--- config.mk ---
export PLATFORM = sky130hd
export DESIGN_NAME = adc_trig_seq
export DESIGN_NICKNAME = d
export VERILOG_FILES = /design/src/rtl/adc_seq_pkg.sv /design/src/rtl/adc_seq_cmd.sv /design/src/rtl/adc_seq_fsm.sv /design/src/rtl/adc_seq_result.sv /design/src/rtl/adc_trig_seq.sv
export SDC_FILE = /design/constraint.sdc
export NUM_CORES = 1
export LEC_CHECK = 0
export BUFFER_PORTS_ARGS = -buffer_cell sky130_fd_sc_hd__buf_2
export CORE_MARGIN = 2
export CORE_UTILIZATION = 44
export DETAILED_ROUTE_END_ITERATION = 6
export PLACE_DENSITY = 0.77
export SLEW_MARGIN = 0
export SYNTH_ARGS = -nofsm -noshare
export SYNTH_HDL_FRONTEND = slang
export SYNTH_SLANG_ARGS = --single-unit
--- constraint.sdc ---
create_clock -name clk -period 1.7 [get_ports clk]
set_input_delay 0.085 -clock clk [delete_from_list [all_inputs] [get_ports clk]]
set_output_delay 0.085 -clock clk [all_outputs]
set_load 0.02 [all_outputs]
--- src/rtl/adc_seq_pkg.sv ---
package adc_seq_pkg;
    typedef enum logic [1:0] {
        ST_STOP    = 2'd0,
        ST_STANDBY = 2'd1,
        ST_CONV    = 2'd2
    } seq_state_t;
endpackage

--- src/rtl/adc_seq_cmd.sv ---
module adc_seq_cmd #(
    parameter int CH_W = 3
) (
    input  logic            clk,
    input  logic            rst_n,
    input  logic            en_we,
    input  logic            en_wdata,
    input  logic            go_we,
    input  logic            go_wdata,
    input  logic            ch_we,
    input  logic [CH_W-1:0] ch_wdata,
    input  logic            hw_trig,
    output logic            ev_enable,
    output logic            ev_disable,
    output logic            ev_halt,
    output logic            ev_trig,
    output logic            ev_restart,
    output logic [CH_W-1:0] ch_sel
);
    // Channel-select register
    always_ff @(posedge clk) begin
        if (!rst_n)
            ch_sel <= '0;
        else if (ch_we)
            ch_sel <= ch_wdata;
    end

    // Decode the write strobes into sequencer events
    always_comb begin
        ev_enable  = en_we & en_wdata;
        ev_disable = en_we & ~en_wdata;
        ev_halt    = go_we & ~go_wdata;
        ev_trig    = hw_trig;
        ev_restart = hw_trig | (go_we & go_wdata) | ch_we;
    end
endmodule

--- src/rtl/adc_seq_fsm.sv ---
module adc_seq_fsm
    import adc_seq_pkg::*;
#(
    parameter int CH_W = 3
) (
    input  logic            clk,
    input  logic            rst_n,
    input  logic            ev_enable,
    input  logic            ev_disable,
    input  logic            ev_halt,
    input  logic            ev_trig,
    input  logic            ev_restart,
    input  logic            conv_done,
    input  logic [CH_W-1:0] conv_tag,
    input  logic [CH_W-1:0] ch_sel,
    output logic            accept,
    output logic            conv_start,
    output logic            conv_abort,
    output logic            enabled,
    output logic            busy
);
    seq_state_t state_q, state_d;
    logic       start_d, abort_d;
    logic       tag_ok;

    assign tag_ok = (conv_tag == ch_sel);

    // State register and registered strobes
    always_ff @(posedge clk) begin
        if (!rst_n) begin
            state_q    <= ST_STOP;
            conv_start <= 1'b0;
            conv_abort <= 1'b0;
        end else begin
            state_q    <= state_d;
            conv_start <= start_d;
            conv_abort <= abort_d;
        end
    end

    // Next state and strobe decisions
    always_comb begin
        state_d = state_q;
        start_d = 1'b0;
        abort_d = 1'b0;
        accept  = 1'b0;
        unique case (state_q)
            ST_STOP: begin
                if (ev_enable)                   // T_ENABLE
                    state_d = ST_STANDBY;
            end
            ST_STANDBY: begin
                if (ev_disable)                  // T_DISABLE
                    state_d = ST_STOP;
                else if (ev_trig) begin          // T_TRIGGER
                    state_d = ST_CONV;
                    start_d = 1'b1;
                end
            end
            ST_CONV: begin
                if (ev_disable) begin            // T_DISABLE
                    state_d = ST_STOP;
                    abort_d = 1'b1;
                end else if (ev_halt) begin      // T_HALT
                    state_d = ST_STANDBY;
                    abort_d = 1'b1;
                end else if (ev_restart) begin   // T_RESTART
                    abort_d = 1'b1;
                    start_d = 1'b1;
                end else if (conv_done && tag_ok) begin  // T_COMPLETE
                    state_d = ST_STANDBY;
                    accept  = 1'b1;
                end
            end
            default: state_d = ST_STOP;
        endcase
    end

    assign enabled = (state_q != ST_STOP);
    assign busy    = (state_q == ST_CONV);

    AST_STOP_IGNORES_TRIG: assert property (@(posedge clk) disable iff (!rst_n)
        (state_q == ST_STOP && ev_trig) |=> !conv_start);
    AST_RESTART_PAIR: assert property (@(posedge clk) disable iff (!rst_n)
        (state_q == ST_CONV && ev_restart && !ev_halt && !ev_disable) |=> (conv_start && conv_abort && busy));
    AST_HALT_TO_STANDBY: assert property (@(posedge clk) disable iff (!rst_n)
        (state_q == ST_CONV && ev_halt && !ev_disable) |=> (enabled && !busy && conv_abort && !conv_start));
    AST_DISABLE_WINS: assert property (@(posedge clk) disable iff (!rst_n)
        (state_q == ST_CONV && ev_disable) |=> (!enabled && conv_abort && !conv_start));
    AST_IDLE_DONE_DROPPED: assert property (@(posedge clk) disable iff (!rst_n)
        (state_q != ST_CONV && conv_done) |-> !accept);
endmodule

--- src/rtl/adc_seq_result.sv ---
module adc_seq_result #(
    parameter int DATA_W = 12
) (
    input  logic              clk,
    input  logic              rst_n,
    input  logic              accept,
    input  logic [DATA_W-1:0] conv_data,
    output logic [DATA_W-1:0] result,
    output logic              eoc_irq
);
    always_ff @(posedge clk) begin
        if (!rst_n) begin
            result  <= '0;
            eoc_irq <= 1'b0;
        end else begin
            eoc_irq <= accept;
            if (accept)
                result <= conv_data;
        end
    end

    AST_LATCH_ON_ACCEPT: assert property (@(posedge clk) disable iff (!rst_n)
        accept |=> (eoc_irq && result == $past(conv_data)));
    AST_HOLD_RESULT: assert property (@(posedge clk) disable iff (!rst_n)
        !accept |=> $stable(result));
endmodule

--- src/rtl/adc_trig_seq.sv ---
module adc_trig_seq #(
    parameter int CH_W   = 3,
    parameter int DATA_W = 12
) (
    input  logic              clk,
    input  logic              rst_n,
    input  logic              en_we,
    input  logic              en_wdata,
    input  logic              go_we,
    input  logic              go_wdata,
    input  logic              ch_we,
    input  logic [CH_W-1:0]   ch_wdata,
    input  logic              hw_trig,
    input  logic              conv_done,
    input  logic [DATA_W-1:0] conv_data,
    input  logic [CH_W-1:0]   conv_tag,
    output logic              enabled,
    output logic              busy,
    output logic              conv_start,
    output logic              conv_abort,
    output logic [CH_W-1:0]   conv_ch,
    output logic [DATA_W-1:0] result,
    output logic              eoc_irq
);
    logic ev_enable, ev_disable, ev_halt, ev_trig, ev_restart;
    logic accept;

    adc_seq_cmd #(.CH_W(CH_W)) u_cmd (
        .clk        (clk),
        .rst_n      (rst_n),
        .en_we      (en_we),
        .en_wdata   (en_wdata),
        .go_we      (go_we),
        .go_wdata   (go_wdata),
        .ch_we      (ch_we),
        .ch_wdata   (ch_wdata),
        .hw_trig    (hw_trig),
        .ev_enable  (ev_enable),
        .ev_disable (ev_disable),
        .ev_halt    (ev_halt),
        .ev_trig    (ev_trig),
        .ev_restart (ev_restart),
        .ch_sel     (conv_ch)
    );

    adc_seq_fsm #(.CH_W(CH_W)) u_fsm (
        .clk        (clk),
        .rst_n      (rst_n),
        .ev_enable  (ev_enable),
        .ev_disable (ev_disable),
        .ev_halt    (ev_halt),
        .ev_trig    (ev_trig),
        .ev_restart (ev_restart),
        .conv_done  (conv_done),
        .conv_tag   (conv_tag),
        .ch_sel     (conv_ch),
        .accept     (accept),
        .conv_start (conv_start),
        .conv_abort (conv_abort),
        .enabled    (enabled),
        .busy       (busy)
    );

    adc_seq_result #(.DATA_W(DATA_W)) u_res (
        .clk       (clk),
        .rst_n     (rst_n),
        .accept    (accept),
        .conv_data (conv_data),
        .result    (result),
        .eoc_irq   (eoc_irq)
    );

    AST_START_WHILE_BUSY: assert property (@(posedge clk) disable iff (!rst_n)
        conv_start |-> busy);
    AST_IRQ_SINGLE: assert property (@(posedge clk) disable iff (!rst_n)
        eoc_irq |=> !eoc_irq);
    AST_IRQ_IDLE: assert property (@(posedge clk) disable iff (!rst_n)
        eoc_irq |-> (!busy && enabled));
    AST_TAG_MISMATCH: assert property (@(posedge clk) disable iff (!rst_n)
        (conv_done && conv_tag != conv_ch) |=> !eoc_irq);
    AST_QUIET_WHEN_OFF: assert property (@(posedge clk) disable iff (!rst_n)
        !enabled |-> (!conv_start && !busy));
endmodule

==> flow_summary.json <==
{
  "slew_headroom_pct": 78.5,
  "synth_nets": 123,
  "die_x_um": 50.9,
  "cts_resized": 0,
  "core_um2": 2020,
  "grt_pass1_wl_um": 3150,
  "cp-start-kind": "flop",
  "critPathArrivalTime_ns": 1.72,
  "yosys-top-cells-area": "dfxtp_1 (41%), mux2i_1 (18%), nor2b_1 (10%)",
  "fin_nets": 172,
  "dr_total_vias": 806,
  "synth_top_area_share_pct": 41.3,
  "finClkSkew_ns": 0.00445,
  "p_per_area_nw_per_um2": 899,
  "die_height_um": 50.9,
  "p_total_uw": 1150,
  "grt_util_met2_pct": 26.8,
  "ys.flop_type": "dfxtp_1",
  "ios": 47,
  "hold_violations": 0,
  "start_util_pct": 47.9,
  "insertedDiodeCount": 0,
  "met1_usage_pct": 18.2,
  "area_growth_syn_to_layout_pct": 32.4,
  "report.final.slew_viol_count": 0,
  "crit_chain": "inv_1, ha_1, nand3_2, nor2_4, buf_12, mux2i_1, nor2b_1",
  "rsz0062_at_grt": "false",
  "stdcell_count": 167,
  "cpMaxStageDelayCell": "dfxtp_1",
  "async_flop_share_pct": 0,
  "cp_max_fo": 10,
  "clkSinkCount": 20,
  "hpwl_um": 1410,
  "drt_pass1_iterations": 5,
  "fin_crit_sh_pct": 89.5,
  "ys_seq_area_share_pct": 41.3,
  "clk_path_buf_depth": 2,
  "htree_levels": 1,
  "cts_buffers": 3,
  "p_leak_uw": 0.000584,
  "cts_root_buf": "clkbuf_4",
  "syn-cell-area_um2": 968,
  "overflow": 0,
  "cp_slowest_stage_delay_ns": 0.37,
  "use_met3_pct": 3.22,
  "required_ns": 1.90,
  "grt.total_usage_pct": 15.7,
  "synth_edf_count": 0,
  "grt_pass1_vias": 807,
  "wl_um": 1910,
  "synthCells": 92,
  "antenna_left": 0,
  "place_congestion": 0.808,
  "hp-class": "in2reg",
  "dp.cells": 161,
  "drv_cap": 0,
  "remaining_drc_errors": 0,
  "rows": 16,
  "fin_util_pct": 63.4,
  "wire_per_inst_um": 11.4,
  "outcome": "finished, final reports clean",
  "fin_crit_ns": 1.52,
  "yosys.area.top_type": "dfxtp_1",
  "synth_cell_types": 26,
  "ir_drop_mv": 0.583,
  "drive_gt1_share_pct": 42.1,
  "via_per_inst": 4.83,
  "setup.worst_path.end_class": "flop",
  "ys_ff_latch": 20,
  "grt-busiest-layer": "met2",
  "cts_hold_buf": 0,
  "synth.most_common_cell": "dfxtp_1",
  "port_buffers": 46,
  "antenna_found_initial": 0,
  "cts_tree": "done",
  "synthTopCellsByCount": "dfxtp_1 (20), mux2i_1 (17), nor2b_1 (16), nand2_1 (7), ha_1 (4)",
  "setup_viol": 0,
  "die_area_um2": 2590,
  "avgSynthCellArea_um2": 10.5,
  "grt_max_degree": 23,
  "rrSetupSlack_ns": 0.18,
  "clk_pin_slew_worst_paths_ns": 0.11,
  "tightest_slew_ns": 0.322,
  "max_freq_ghz": 0.657,
  "crit_type": "reg2reg",
  "drt_iter0_drc": 6,
  "hold_ws_ns": 0.0431,
  "clkLatencyLatePin_ns": 0.29,
  "fin_setup_tns_ns": 0,
  "synth_warnings": 0
}
worst max-delay path: cells and delay by family, from the launching register on:
kind          cells  cell delay [ns]
mux               1             0.18
flops             1             0.37
buf+inv           2             0.26
fa+ha+maj         1             0.24
simple gates      3             0.38
routing by layer:
metal / vias to the layer above / routed length (um)
li1: 402 / -
met1: 372 / 771
met2: 28 / 990
met3: 4 / 114
met4: 0 / 29
met5: - / 0
cell usage in the layout, fill, tap and decap left out, types with 3 or more instances in the layout:
master / instances
nand2_1: 7
dfxtp_1: 20
nor2b_1: 16
xnor2_1: 3
a21oi_1: 3
buf_2: 46
inv_1: 3
mux2i_1: 17
clkbuf_4: 3
ha_1: 4
what timing repair did:
action | in CTS | in global routing
buffers inserted | 0 | 2
setup endpoints to repair | 0 | 10
endpoints found under the hold margin | 0 | 0
kinds of logic (layout without fill, tap and decap cells):
group                      count (synthesis)  after routing  synth area share, %
muxes                                     17             17                 17.6
adders and majority gates                  4              4                 5.17
buffers and inverters                      7             55                 5.56
AOI/OAI and AO/OA                          7              7                 4.78
and+or+nand+nor                           34             34                 22.9
xor gates and xnor gates                   3              3                 2.71
DFF                                       20             20                 41.3
cell type report:
cell class	instances	area (um2)
fillers	189	739
multi-input cells	65	514
flip-flops and latches	20	400
repair buffers	48	270
well taps	27	33.8
clock inverters	1	30.0
clock buffers	3	22.5
inverters	3	11.3
registers in the layout, indices dropped and copies added (netlist names):
register          flops
u_fsm.conv_start      1
u_res.eoc_irq         1
u_fsm.state_q         2
u_fsm.conv_abort      1
u_res.result         12
u_cmd.ch_sel          3
report_power, final:
part	switching (uW)	internal (uW)	leakage, uW
logic	145	119	0.000394
registers	20.9	489	0.000162
clock network	141	238	0.0000279
worst paths after layout:
path | endpoint | cells past startpoint | from
worst max-delay path | u_res.result[4] | 7 | u_fsm.state_q[0]
worst min-delay path | u_res.result[9] | 3 | conv_data[9]
worst max register to register | u_res.result[4] | 7 | u_fsm.state_q[0]
worst min register to register | u_res.result[7] | 2 | u_res.result[7]
per-stage QoR:
step | setup WS (ns) | instance area (um2)
6_report | 0.178 | 1280
5_1_grt | 0.0578 | 1280
4_1_cts | 0.0901 | 1240
3_5_place_dp | 0.106 | 1190
3_3_place_gp | 0.201 | 1190
2_1_floorplan | 0.192 | 968
Note: power is estimated with default switching activity, not from simulation.
